[src/rtl/i2cr_pkg.sv]
package i2cr_pkg;
  typedef enum logic [2:0] {
    ST_IDLE,
    ST_ADDR,
    ST_CTRL,
    ST_PAYLOAD,
    ST_IGNORE
  } rtr_state_e;
endpackage

[src/rtl/i2cr_sync.sv]
module i2cr_sync #(
  parameter int WIDTH  = 2,
  parameter int STAGES = 2
) (
  input  logic             clk,
  input  logic             rst_n,
  input  logic [WIDTH-1:0] async_i,
  output logic [WIDTH-1:0] sync_o
);
  logic [WIDTH-1:0] stg [STAGES];

  always_ff @(posedge clk or negedge rst_n) begin
    if (!rst_n) stg[0] <= '1;
    else        stg[0] <= async_i;
  end

  for (genvar i = 1; i < STAGES; i++) begin : g_stage
    always_ff @(posedge clk or negedge rst_n) begin
      if (!rst_n) stg[i] <= '1;
      else        stg[i] <= stg[i-1];
    end
  end

  assign sync_o = stg[STAGES-1];
endmodule

[src/rtl/i2cr_cond.sv]
module i2cr_cond (
  input  logic clk,
  input  logic rst_n,
  input  logic scl_s,
  input  logic sda_s,
  output logic start_o,
  output logic stop_o,
  output logic rise_o,
  output logic fall_o
);
  logic scl_q, sda_q;

  always_ff @(posedge clk or negedge rst_n) begin
    if (!rst_n) begin
      scl_q <= 1'b1;
      sda_q <= 1'b1;
    end else begin
      scl_q <= scl_s;
      sda_q <= sda_s;
    end
  end

  assign start_o = scl_s & scl_q & sda_q & ~sda_s;
  assign stop_o  = scl_s & scl_q & ~sda_q & sda_s;
  assign rise_o  = scl_s & ~scl_q;
  assign fall_o  = ~scl_s & scl_q;
endmodule

[src/rtl/i2cr_shift.sv]
module i2cr_shift #(
  parameter int W = 8
) (
  input  logic         clk,
  input  logic         rst_n,
  input  logic         clr_i,
  input  logic         shift_i,
  input  logic         bit_i,
  output logic [W-1:0] data_o,
  output logic         full_o
);
  localparam int CW = $clog2(W + 1);
  localparam logic [CW-1:0] FULL = CW'(W);

  logic [CW-1:0] cnt;

  always_ff @(posedge clk or negedge rst_n) begin
    if (!rst_n) begin
      cnt    <= '0;
      data_o <= '0;
    end else if (clr_i) begin
      cnt <= '0;
    end else if (shift_i && !full_o) begin
      cnt    <= cnt + 1'b1;
      data_o <= {data_o[W-2:0], bit_i};
    end
  end

  assign full_o = (cnt == FULL);
endmodule

[src/rtl/i2c_ctl_router.sv]
module i2c_ctl_router #(
  parameter int              ADDR_W      = 7,
  parameter logic [ADDR_W-1:0] DEV_ADDR  = 7'h3C,
  parameter int              SYNC_STAGES = 2
) (
  input  logic              clk,
  input  logic              rst_n,
  input  logic              scl_i,
  input  logic              sda_i,
  output logic              sda_oe_o,
  output logic              cmd_valid_o,
  output logic [ADDR_W:0]   cmd_data_o,
  output logic              ram_valid_o,
  output logic [ADDR_W:0]   ram_data_o,
  output logic              ptr_adv_o
);
  import i2cr_pkg::*;

  localparam int BYTE_W = ADDR_W + 1;

  logic [1:0]        lines_s;
  logic              scl_s, sda_s;
  logic              start, stop, rise, fall;
  logic              in_ack;
  logic              co_r, dc_r;
  logic [BYTE_W-1:0] byte_v;
  logic              byte_full;
  logic              shift_en, shift_clr;
  rtr_state_e        st;

  i2cr_sync #(.WIDTH(2), .STAGES(SYNC_STAGES)) u_sync (
    .clk(clk), .rst_n(rst_n), .async_i({scl_i, sda_i}), .sync_o(lines_s)
  );
  assign scl_s = lines_s[1];
  assign sda_s = lines_s[0];

  i2cr_cond u_cond (
    .clk(clk), .rst_n(rst_n), .scl_s(scl_s), .sda_s(sda_s),
    .start_o(start), .stop_o(stop), .rise_o(rise), .fall_o(fall)
  );

  assign shift_en  = rise && !in_ack &&
                     (st == ST_ADDR || st == ST_CTRL || st == ST_PAYLOAD);
  assign shift_clr = start || stop || (fall && in_ack);

  i2cr_shift #(.W(BYTE_W)) u_shift (
    .clk(clk), .rst_n(rst_n), .clr_i(shift_clr), .shift_i(shift_en),
    .bit_i(sda_s), .data_o(byte_v), .full_o(byte_full)
  );

  always_ff @(posedge clk or negedge rst_n) begin
    if (!rst_n) begin
      st          <= ST_IDLE;
      in_ack      <= 1'b0;
      sda_oe_o    <= 1'b0;
      co_r        <= 1'b0;
      dc_r        <= 1'b0;
      cmd_valid_o <= 1'b0;
      cmd_data_o  <= '0;
      ram_valid_o <= 1'b0;
      ram_data_o  <= '0;
      ptr_adv_o   <= 1'b0;
    end else begin
      cmd_valid_o <= 1'b0;
      ram_valid_o <= 1'b0;
      ptr_adv_o   <= 1'b0;
      if (start) begin
        st       <= ST_ADDR;
        in_ack   <= 1'b0;
        sda_oe_o <= 1'b0;
      end else if (stop) begin
        st       <= ST_IDLE;
        in_ack   <= 1'b0;
        sda_oe_o <= 1'b0;
      end else if (fall) begin
        if (in_ack) begin
          in_ack   <= 1'b0;
          sda_oe_o <= 1'b0;
        end else if (byte_full) begin
          unique case (st)
            ST_ADDR: begin
              if (byte_v[BYTE_W-1:1] == DEV_ADDR && !byte_v[0]) begin
                st       <= ST_CTRL;
                in_ack   <= 1'b1;
                sda_oe_o <= 1'b1;
              end else begin
                st <= ST_IGNORE;
              end
            end
            ST_CTRL: begin
              co_r     <= byte_v[BYTE_W-1];
              dc_r     <= byte_v[BYTE_W-2];
              st       <= ST_PAYLOAD;
              in_ack   <= 1'b1;
              sda_oe_o <= 1'b1;
            end
            ST_PAYLOAD: begin
              if (dc_r) begin
                ram_valid_o <= 1'b1;
                ram_data_o  <= byte_v;
                ptr_adv_o   <= 1'b1;
              end else begin
                cmd_valid_o <= 1'b1;
                cmd_data_o  <= byte_v;
              end
              if (co_r) st <= ST_CTRL;
              in_ack   <= 1'b1;
              sda_oe_o <= 1'b1;
            end
            default: ;
          endcase
        end
      end
    end
  end
endmodule

[config.mk]
export PLATFORM = sky130hd
export DESIGN_NAME = i2c_ctl_router
export DESIGN_NICKNAME = d
export VERILOG_FILES = /design/src/rtl/i2cr_pkg.sv /design/src/rtl/i2cr_sync.sv /design/src/rtl/i2cr_cond.sv /design/src/rtl/i2cr_shift.sv /design/src/rtl/i2c_ctl_router.sv
export SDC_FILE = /design/constraint.sdc
export NUM_CORES = 1
export LEC_CHECK = 0
export BUFFER_PORTS_ARGS = -buffer_cell sky130_fd_sc_hd__buf_4
export CORE_UTILIZATION = 30
export CTS_BUF_LIST = sky130_fd_sc_hd__clkbuf_4
export DETAILED_ROUTE_END_ITERATION = 12
export PLACE_DENSITY_LB_ADDON = 0.25
export SLEW_MARGIN = 5
export SYNTH_ARGS = -nofsm -noshare
export SYNTH_HDL_FRONTEND = slang
export SYNTH_SLANG_ARGS = --single-unit
[constraint.sdc]
create_clock -name clk -period 1.9 [get_ports clk]
set_clock_uncertainty 0.05 [all_clocks]
set_input_delay 0.19 -clock clk [delete_from_list [all_inputs] [get_ports clk]]
set_output_delay 0.19 -clock clk [all_outputs]
set_load 0.02 [all_outputs]
After elaboration in Yosys (flattened, before gate mapping)
Cells that the tools add are included.
- register bits: 43
- bits in latches: 0
- bits in writable memories: 0
- ROM bits: 0
- output and inout port bits: 20
- logic and storage cells: 103
- memories kept: 0
- add/sub/neg operators: 1
- $mul: 0
- divide/modulo/power cells: 0
- order comparisons: 0
- equality and inequality tests: 8
- shifts and indexed selects: 0
- mux-type cells: 38
- bitwise logic cells: 16
- reduce and logical (&&, ||, !) cells: 25
- operator list (kind ; count):
    2-to-1 mux 1 bit ; 26
    2-to-1 mux 3 bit ; 7
    AND reduction 7 bit ; 2
    nonzero test 5 bit ; 2
    inverter 1 bit ; 9
    one-hot mux 3 bit (3 select lines) ; 1
    2-to-1 mux 4 bit ; 2
    AND 1 bit ; 7
    equality test 7 x 6 -> 1 bit (second input constant) ; 1
    equality test 3 x 2 -> 1 bit (second input constant) ; 2
    AND reduction 6 bit ; 1
    nonzero test 3 bit ; 2
    logical AND 1 bit ; 5
    != test 5 x 4 -> 1 bit (second input constant) ; 1
    AND reduction 5 bit ; 1
    adder 4 x 1 -> 4 bit (second input constant) ; 1
    equality test 4 bit (second input constant) ; 1
    logical OR 1 bit ; 4
    != test 4 bit (second input constant) ; 1
    one-hot mux 1 bit (2 select lines) ; 2
    AND reduction 4 bit ; 1
    nonzero test 4 bit ; 1
    equality test 3 x 1 -> 1 bit (second input constant) ; 1
    logical NOT 1 bit ; 3
    4 further kinds ; 4

Longest topological paths before layout
- depth in word-level cells: 9
- depth in mapped cells: 7

Modules after synthesis
From an unflattened synthesis, not the netlist that was laid out.
- cell total of the unflattened synthesis: 131
- area, all modules: 1859.3 um^2
- by module, submodules not included (module ; instances ; cells an instance ; area an instance (um^2)):
    i2c_ctl_router ; 1 ; 78 ; 1098.6
    i2cr_shift ; 1 ; 41 ; 553.0
    i2cr_sync ; 1 ; 6 ; 120.1
    i2cr_cond ; 1 ; 6 ; 87.6

Worst setup path after synthesis
No wires, ideal clock.
- path kind: register to register
- from: register u_sync.stg, in the netlist u_sync.sync_o[1]
- to: register u_shift.data_o[0]
- arrival: 1.737 ns
- setup slack: -0.012 ns
- stages on the path, launching flop included: 5
- clock period less this slack: 1.912 ns
- cells stage by stage: dfstp_2 -> or4b_4 -> nor3_4 -> buf_6 -> mux2_4
- cells in the longest elaborated chain, start to end: 7
- elaborated cells on any way between the ends: 16
- classes of those cells: 9 x bitwise; 7 x reduce/logical
- RTL lines (item ; RTL line ; text):
    start, declared ; i2cr_sync.sv:10 ; logic [WIDTH-1:0] stg [STAGES];
    start signal, assigned by index ; i2cr_sync.sv:20 ; else stg[i] <= stg[i-1];
    AND 1 bit ; i2cr_cond.sv:23, i2cr_cond.sv:24 ;
    AND 1 bit (on tied branches) (2 in series) ; i2cr_cond.sv:23, i2cr_cond.sv:24 ;
    logical OR 1 bit (2 in series) ; i2c_ctl_router.sv:44 ; assign shift_clr = start || stop || (fall && in_ack);
    inverter 1 bit (no line) ; n/a ;
    AND reduction 2 bit (no line) * ; n/a ;
    end signal, assigned ; i2cr_shift.sv:25 ; data_o <= {data_o[W-2:0], bit_i};
    end, declared ; i2cr_shift.sv:9 ; output logic [W-1:0] data_o,
Every way passes the cells marked *; elsewhere a longest branch is shown, timed or not.
A chain may end at the register's enable or synchronous reset.

Final worst setup path
- from: register u_sync.stg, in the netlist u_sync.sync_o[1]
- to: register u_shift.cnt[0]
- cells in the longest elaborated chain, start to end: 6
- elaborated cells on any way between the ends: 16
- classes of those cells: 1 x mux; 8 x bitwise; 7 x reduce/logical
- RTL lines (item ; RTL line ; text):
    AND 1 bit ; i2cr_cond.sv:23, i2cr_cond.sv:24 ;
    AND 1 bit (on tied branches) (2 in series) ; i2cr_cond.sv:23, i2cr_cond.sv:24 ;
    logical OR 1 bit (2 in series) ; i2c_ctl_router.sv:44 ;
    2-to-1 mux 4 bit or nonzero test 2 bit (tied branches) ; n/a ;
    end signal, assigned ; i2cr_shift.sv:24 ; cnt <= cnt + 1'b1;
    end, declared ; i2cr_shift.sv:15 ; logic [CW-1:0] cnt;
Several ways; a longest one is shown, not always the timed one.

==> results_dict.tcl <==
set metrics [dict create \
    outcome "finished, final reports clean" \
    nNetsFinal 183 \
    setup_violations 0 \
    port_buffers 23 \
    yosysWarnings 0 \
    ant_nets 0 \
    final_cells 253 \
    gp_congestion 0.808 \
    critPathCaptureType "register" \
    syn_inst 130 \
    cts_buffers 5 \
    synth_top_area_share_pct 49.6 \
    p_per_area_nw_per_um2 829 \
    drt_iter0_drc 69 \
    cts_htree_levels 2 \
    leakage_nw 1.17 \
    grt_pass1_vias 1220 \
    hold_viol 0 \
    cts_root_buffer "clkbuf_4" \
    r2r-start "u_sync.sync_o[1]$_DFF_PN1_" \
    worstSetupStartpointType "register" \
    worstPathRequired_ns 2.10 \
    cts_tree "built" \
    dieArea_um2 6550 \
    fin_crit_sh_pct 99.4 \
    synth.most_common_cell "dfrtp_1" \
    clock_sinks 43 \
    rr_endpoint "u_shift.cnt[0]$_DFFE_PN0P_" \
    relSlewSlack_pct 64.8 \
    maxSlewViolCount 0 \
    drc 0 \
    antenna_found_initial 0 \
    die_w_um 80.9 \
    dp_hpwl_um 2360 \
    synthTopCellsByArea "dfrtp_1 (50%), mux2_4 (12%), dfstp_2 (8.4%)" \
    wl_per_cell_um 13.6 \
    drt-total-wl_um 3450 \
    synthDistinctLibCells 39 \
    rsz0062_at_grt "yes" \
    fmax_mhz 530 \
    dr_total_vias 1190 \
    cts_buffer_depth 2 \
    maxCapViolations 0 \
    ir_drop_mv 0.452 \
    initial_core_util_pct 31.4 \
    whs_ns 0.287 \
    syn_nets 136 \
    hold_class "primary input to async pin" \
    grt_pass1_wl_um 5810 \
    ys.flop_type "dfrtp_1" \
    synthArstFlopShare_pct 100 \
    fin_crit_ns 1.89 \
    syn_area_per_cell_um2 14.4 \
    synth_edf_count 0 \
    core.rowCount 28 \
    ys_seq_area_share_pct 58.0 \
    arrival_ns 2.09 \
    worstMarginPinSlew_ns 0.528 \
    track_usage_pct 12.0 \
    path_max_fanout 12 \
    via_per_inst 4.70 \
    antennaDiodeCount 0 \
    rr_worst_depth 5 \
    synthTopCellsByCount "dfrtp_1 (37), mux2_4 (15), mux2_2 (12)" \
    path_class "register to register" \
    final_layout_size_suffix_gt1_share_pct 51.7 \
    clk_latency_ns 0.36 \
    netlist_area_um2 1870 \
    yosys_register_bits 43 \
    yosysTopAreaCell "dfrtp_1" \
    die_h_um 80.9 \
    placed_cells 237 \
    grt_overflow 0 \
    core_area_um2 5960 \
    grt_max_degree 44 \
    clk_pin_slew_ns 0.13 \
    reg2reg_slack_ns 0.01 \
    drt-pass1-iter-count 4 \
    ios 24 \
    area_delta_synth_final_pct 25.9 \
]
==> state kept, by name, indices dropped and copies added, names as in the netlist <==
signal	count
in_ack	1
u_shift.data_o	8
cmd_data_o	8
co_r	1
dc_r	1
ptr_adv_o	1
u_cond.sda_q	1
u_cond.scl_q	1
cmd_valid_o	1
u_sync.stg	2
u_sync.sync_o	2
u_shift.cnt	4
st	3
sda_oe_o	1
ram_data_o	8
==> logic make-up (layout without fill, tap and decap cells) <==
logic type,after synthesis,in the layout,share of synthesized area (%)
simple gates,32,32,11.5
compound gates,11,11,4.56
flops,43,43,58.0
buf+inv,11,59,3.28
mux,29,29,20.4
fa+ha+maj,2,2,1.34
xor+xnor,2,2,0.938
==> routing by layer <==
layer	up-vias	routed length, um	track usage [%]
li1	561	-	-
met3	7	173	4.04
met2	31	1620	19.8
met5	-	0	0
met1	591	1600	14.6
met4	0	51	4.29
==> placed cells by master, fill, tap and decap left out, types with 2 or more instances in the layout <==
cell | synthesis | routed
buf_4 | 1 | 39
dfrtp_1 | 37 | 36
mux2_4 | 15 | 15
mux2_2 | 12 | 12
inv_1 | 7 | 7
nor2_1 | 6 | 6
clkbuf_4 | 0 | 6
dfstp_2 | 6 | 6
nand2_1 | 4 | 4
nor3_1 | 5 | 4
dlygate4sd3_1 | 0 | 3
nor3_4 | 1 | 2
nand4_1 | 2 | 2
xnor2_1 | 2 | 2
a211oi_1 | 2 | 2
mux2i_1 | 2 | 2
nand3_1 | 2 | 2
ha_1 | 2 | 2
==> through the flow <==
step           power, mW  utilization [%]  setup slack, ns   TNS (ns)  instance area (um^2)
6_report            1.95             39.5           0.0115          0                  2350
5_1_grt             2.07             39.5          -0.0457     -0.229                  2350
4_1_cts             1.97             39.1        -0.000554  -0.000554                  2330
3_5_place_dp        1.50             37.1          -0.0571     -0.437                  2210
3_3_place_gp        1.49             37.1          -0.0363     -0.286                  2210
2_1_floorplan       1.37                -           0.0198          0                  1870
==> area by class of cell <==
class                           instances  area (um^2)
Fill cell                             589         3600
Sequential cell                        43         1080
Multi-Input combinational cell         76          736
Timing Repair Buffer                   44          354
Tap cell                               75         93.8
Clock buffer                            6         45.0
Inverter                                7         26.3
Clock inverter                          2         12.5
==> critical path, stage by stage (launching register included) <==
cell and delay (ns):
dfstp_2 0.55, or4b_4 0.49, nor3_4 0.19, buf_12 0.18
nor2_1 0.06, mux2_2 0.27
==> what timing repair did <==
item	CTS	global route
pin swaps	1	0
endpoints found under the setup margin	11	24
gates resized for setup	3	2
setup buffers	3	2
hold buffers	3	0
hold endpoints to repair	39	0
==> worst max-delay path by stage <==
stage,startpoint,endpoint,slack (ns),cells after the start
6_report,u_sync.sync_o[1]$_DFF_PN1_,u_shift.cnt[0]$_DFFE_PN0P_,0.01,5
2_1_floorplan,u_shift.cnt[0]$_DFFE_PN0P_,cmd_data_o[0]$_DFFE_PN0P_,0.02,7
3_5_place_dp,u_shift.cnt[0]$_DFFE_PN0P_,cmd_data_o[0]$_DFFE_PN0P_,-0.06,7
4_1_cts,u_sync.sync_o[1]$_DFF_PN1_,u_shift.cnt[0]$_DFFE_PN0P_,-0.0006,5
5_1_grt,u_sync.sync_o[1]$_DFF_PN1_,u_shift.cnt[0]$_DFFE_PN0P_,-0.05,5
3_3_place_gp,u_shift.cnt[0]$_DFFE_PN0P_,cmd_data_o[0]$_DFFE_PN0P_,-0.04,7
==> power breakdown <==
| part | switching (mW) | internal, mW | leakage (nW) |
|---|---|---|---|
| Clock | 0.297 | 0.157 | 0.0317 |
| Sequential | 0.126 | 1.03 | 0.556 |
| Combinational | 0.122 | 0.220 | 0.578 |
| Total | 0.545 | 1.40 | 1.17 |
No activity file was read; power rests on OpenSTA's default activity.
